**src/rtl/gonogo_seq.sv**
```systemverilog
module gonogo_seq #(
  parameter int          DW         = 32,
  parameter bit          SEED_REPL  = 1'b0,
  parameter logic [5:0]  SUITE_CODE = 6'b111111
) (
  input  logic          clk,
  input  logic          rst_n,
  input  logic          start,
  input  logic [5:0]    sel_code,
  input  logic [DW-1:0] user_seed,
  input  logic          stop_on_fail,
  output logic [5:0]    sub_code,
  output logic [DW-1:0] sub_seed,
  output logic          sub_start,
  input  logic          sub_done,
  input  logic          sub_fail,
  output logic          busy,
  output logic          done,
  output logic          go
);
  localparam int         NSTEPS   = 5;
  localparam int         SW       = $clog2(NSTEPS);
  localparam logic [3:0] FIX_NIB  = 4'h6;
  localparam logic [5:0] CODE_CBW = 6'b000010;
  localparam logic [5:0] CODE_CBR = 6'b000011;
  localparam logic [5:0] CODE_RWR = 6'b001001;

  typedef enum logic [1:0] {S_IDLE, S_LAUNCH, S_WAIT} st_t;

  st_t           st;
  logic [SW-1:0] step;
  logic          fail_q, done_q, go_q;
  logic [DW-1:0] fix_seed;
  logic          fail_n, last_step;

  for (genvar i = 0; i < DW; i++) begin : g_seed
    if (SEED_REPL) begin : g_rep
      assign fix_seed[i] = FIX_NIB[i % 4];
    end else if (i < 4) begin : g_low
      assign fix_seed[i] = FIX_NIB[i];
    end else begin : g_zero
      assign fix_seed[i] = 1'b0;
    end
  end

  always_comb begin
    case (step)
      SW'(0), SW'(2): sub_code = CODE_CBW;
      SW'(1), SW'(3): sub_code = CODE_CBR;
      default:        sub_code = CODE_RWR;
    endcase
  end

  assign sub_seed  = (step == SW'(NSTEPS-1)) ? fix_seed : user_seed;
  assign sub_start = (st == S_LAUNCH);
  assign busy      = (st != S_IDLE);
  assign done      = done_q;
  assign go        = go_q;
  assign fail_n    = fail_q | sub_fail;
  assign last_step = (step == SW'(NSTEPS-1));

  always_ff @(posedge clk) begin
    if (!rst_n) begin
      st     <= S_IDLE;
      step   <= '0;
      fail_q <= 1'b0;
      done_q <= 1'b0;
      go_q   <= 1'b0;
    end else begin
      done_q <= 1'b0;
      case (st)
        S_IDLE: if (start && sel_code == SUITE_CODE) begin
          st     <= S_LAUNCH;
          step   <= '0;
          fail_q <= 1'b0;
          go_q   <= 1'b0;
        end
        S_LAUNCH: st <= S_WAIT;
        S_WAIT: if (sub_done) begin
          fail_q <= fail_n;
          if (last_step || (stop_on_fail && fail_n)) begin
            st     <= S_IDLE;
            done_q <= 1'b1;
            go_q   <= ~fail_n;
          end else begin
            st   <= S_LAUNCH;
            step <= step + SW'(1);
          end
        end
        default: st <= S_IDLE;
      endcase
    end
  end
endmodule


```
**config.mk**
```make
export PLATFORM = sky130hd
export DESIGN_NAME = gonogo_seq
export DESIGN_NICKNAME = d
export VERILOG_FILES = /design/src/rtl/gonogo_seq.sv
export SDC_FILE = /design/constraint.sdc
export NUM_CORES = 1
export LEC_CHECK = 0
export ABC_AREA = 1
export BUFFER_PORTS_ARGS = -buffer_cell sky130_fd_sc_hd__buf_2
export CORE_MARGIN = 4
export CORE_UTILIZATION = 37
export DETAILED_ROUTE_END_ITERATION = 12
export PLACE_DENSITY = 0.84
export SLEW_MARGIN = 20
export SYNTH_ARGS = -nofsm -noshare
export SYNTH_HDL_FRONTEND = slang
export SYNTH_SLANG_ARGS = --single-unit
```
**constraint.sdc**
```tcl
create_clock -name clk -period 2.7 [get_ports clk]
set_clock_uncertainty 0.05 [all_clocks]
set_input_delay 0.27 -clock clk [delete_from_list [all_inputs] [get_ports clk]]
set_output_delay 0.27 -clock clk [all_outputs]
set_load 0.01 [all_outputs]
```
After elaboration in Yosys (flattened, before gate mapping) --
Index checks and enable logic that the tools add are counted.
Word-level totals: bits in registers 8, latch bits 0, bits in writable memories 0, memory bits (read-only) 0, input port bits 44, output and inout bits 42, logic and storage cells 50, memories kept 0
Cells by class: add/subtract/negate cells 1, $mul 0, div/mod/pow operators 0, $lt $le $gt $ge 0, eq/ne operators 11, shift operators 0, multiplexer cells 17, bitwise gates (word level) 2, reduce and logical (&&, ||, !) cells 14
Operator list (number):
- $mux W32 | 1
- $mux W3 | 3
- $ne A2 B2 Y1 const B | 4
- $pmux W4 S2 | 1
- $reduce_and A4 Y1 | 2
- $eq A3 B2 Y1 const B | 2
- $eq A6 B6 Y1 const B | 1
- $mux W1 | 6
- $pmux W2 S3 | 1
- $pmux W3 S2 | 1
- $reduce_and A3 Y1 | 2
- $mux W2 | 2
- $pmux W1 S2 | 2
- $reduce_bool A2 Y1 | 2
- $reduce_or A2 Y1 | 2
- $add A3 B1 Y3 const B | 1
- $eq A3 B1 Y1 const B | 1
- $eq A3 B3 Y1 const B | 1
- $logic_not A3 Y1 | 1
- $eq A2 B1 Y1 const B | 1
- $eq A2 B2 Y1 const B | 1
- $logic_and A1 B1 Y1 | 2
- $logic_not A2 Y1 | 1
- $reduce_and A2 Y1 | 1
- 3 further kinds | 3

Logic depth before layout (Yosys ltp) --
depth after elaboration 6, gate-level depth with buffers 9, gate-level depth less buffers 9

Least setup slack after synthesis --
OpenSTA, ideal clock, no wires.
path type register to output, start register step[0], end output port sub_seed[0], arrival 1.121 ns, data required time 2.380 ns, setup slack 1.259 ns, cell stages (with the launch flop) 7, path buffers 1, cell sequence dfxtp_1 > inv_1 > ha_1 > nand2_1 > inv_2 > buf_2 > nor2_1
Between the ends: cells in the longest elaborated chain, start to end 2
Ends and longest elaborated chain:
- start, declared | line 31 | logic [SW-1:0] step;
- start signal, assigned | line 87 | step <= step + SW'(1);
- $eq A3 B3 Y1 | line 54 | assign sub_seed = (step == SW'(NSTEPS-1)) ? fix_seed : user_seed;
- $mux W32 | line 54
- end, declared | line 13 | output logic [DW-1:0] sub_seed,
Every way passes these cells.

Final worst setup path --
start register step[0], end output port sub_seed[2]
Same word-level chain as after synthesis.

==> summary.md <==
| Metric | Value |
|---|---|
| Worst-case clock buffer depth | 2 |
| Fmax | 0.508 GHz |
| Slew Viols, Final | 0 |
| Worst-Skew Late Latency | 250 ps |
| Post-cts hold buffer count | 0 |
| Pin count of the biggest net entering global routing | 34 |
| Commonest cells after routing, fill and taps aside | buf_2 (82), inv_1 (40), nor2_1 (37) |
| GRT overflow | 0 |
| Die span in x | 54.5 um |
| Starting Density | 0.399 |
| Worst Path Buf+Inv | 3 |
| Crit. Startpoint | step[0] |
| Hold Violations, Final | 0 |
| Number of buffers added for setup after CTS | 0 |
| CTS resizes | 0 |
| Hold path cells | 2 |
| Hold Startpoint | rst_n |
| Synthesized flop and latch total | 8 |
| Max-Cap Viols | 0 |
| First-pass GRT wire length | 3.41 mm |
| I/O pin cnt | 86 |
| Count of input and output buffers | 82 |
| TNS Setup | 0 ps |
| Synthesized cell area | 800 um^2 |
| Worst hold path type | in -> reg |
| DRT Wirelength | 2.36 mm |
| Initial antenna violation count | 0 |
| Startpoint types | flop |
| Diode count | 0 |
| Share of cells above drive strength 1 | 0.444 |
| Most area-consuming cells after synthesis | dfxtp_1 (20%), inv_1 (19%), nor2_1 (17%), ha_1 (7.8%), nand2_1 (7.0%) |
| Seq/Total Area, Yosys | 0.200 |
| Cells after Synth | 142 |
| Syn_area_per_cell | 5.63 um^2 |
| Worst reg2reg endpoint | step[0] |
| # rows | 16 |
| Clock sink count | 8 |
| Synth unique cells | 23 |
| Worst path arrival time | 1650 ps |
| Final net count | 274 |
| Routability congestion estimate from global placement | 0.737 |
| P_leak | 0.814 nW |
| Core ar. | 2000 um^2 |
| Delay-heaviest family, CP | buffers and inverters |
| Critical-path top delay cell | inv_2 |
| Number of H-tree levels | 1 |
| RSZ-0062 raised after global routing | no |
| DR WL/cell | 9.44 um |
| Hpwl dp | 2.05 mm |
| Hold Path End | st[1] |
| Die Height | 54.5 um |
| Cell taking the most area after synthesis | dfxtp_1 |
| Final Cycle Share | 0.729 |
| Fill count | 195 |
| Most common cell after layout, fill and taps aside | buf_2 |
| Vias/cell | 4.03 |
| Area delta synth->final | 54.6% |
| Hold Slack | 185 ps |
| Status | finished, final reports clean |
| Reg2reg start | step[0] |
| Max FO, Critical Path | 33 |
| Critical Path End Type | output port |
| DR iter-0 viols | 5 |
| Placed Area | 1210 um^2 |
| CP required | 2380 ps |
| All-Layer GR Usage | 0.155 |
| Clk root buf | clkbuf_4 |
| Slowest Stage Delay on Critical Path | 390 ps |
| Crit-path cells | inv_1, ha_1, nand2_1, inv_2, or2_1, buf_2 |
| Max VDD drop | 0.000231 V |
| Util after Layout | 0.618 |
| CP Class | reg -> out |
| Die area | 2970 um^2 |
| Pwr/cell area | 262 nW/um^2 |
| Final setup fails | 0 |
| TritonCTS Buffers | 3 |
| Reg clk slew, reported paths | 50 ps |
| Area of the multi-input gates | 444 um^2 |
| Final ANT Viol Nets | 0 |
| Number of global-route vias before repair | 814 |
| Synth Warn # | 0 |
| Reg2Reg Depth | 9 |
| Post-route design area | 1240 um^2 |
| Final worst path period need | 1970 ps |
| Pre-antenna DRT Iters | 2 |
| CTS tree | yes |
| Flop-to-flop setup slack | 1090 ps |
| FF/Latch Area | 160 um^2 |
| Vias | 1,008 |
| DRC Markers | 0 |
| Share of the synthesized area in the top cell type | 0.200 |
worst max-delay path by stage:
stage	slack, ps	cells after the start	to
CTS	700	6	sub_seed[2]
global placement	1010	6	sub_seed[2]
detailed placement	970	6	sub_seed[2]
finish	730	6	sub_seed[2]
global route	570	6	sub_seed[1]
floorplan	1260	6	sub_seed[0]
area by class of cell:
cell class,instances,area share
clock buffer,3,0.0182
inverter,44,0.134
multi-input combinational,86,0.359
sequential,8,0.130
tap,27,0.0273
timing repair buffer,82,0.332
metrics by stage:
stage	cells	worst slack (ps)	total power, W
after floorplan	144	1260	0.000182
after global placement	247	1010	0.000237
after detailed placement	247	972	0.000238
after CTS	250	696	0.000329
after global routing	250	574	0.000353
final	250	731	0.000323
logic make-up after synthesis:
logic type | synth area share
adders and majority gates | 0.0782
AOI/OAI and AO/OA | 0.114
other | 0.00469
DFF | 0.200
buffers and inverters | 0.254
and+or+nand+nor | 0.349
synthesized netlist by cell type (all sizes together):
cell type / instances
dfxtp: 8
o21a: 1
a21oi: 8
nor4: 1
nand3: 3
or2: 3
ha: 5
buf: 6
inv: 44
conb: 1
nor2: 39
nand2: 18
o21ai: 5
metal layers:
metal  track usage  vias to the layer above  routed length, um
li1              -                      559                  -
met1         0.162                      396                872
met2         0.291                       49               1120
met3        0.0381                        4                341
met4        0.0622                        0                 23
met5             0                        -                  0
flip-flops by register name, summed over array words and instances (netlist names):
register / count
done: 1
fail_q: 1
go: 1
st: 2
step: 3
report_power, final:
| part | leakage, nW | internal [W] | switching [W] |
|---|---|---|---|
| Combinational | 0.735 | 0.0000566 | 0.0000581 |
| Clock | 0.0138 | 0.0000506 | 0.0000372 |
| Sequential | 0.0645 | 0.000120 | 0.00000116 |
| Total | 0.814 | 0.000227 | 0.0000965 |
No activity file was read; power rests on OpenSTA's default activity.
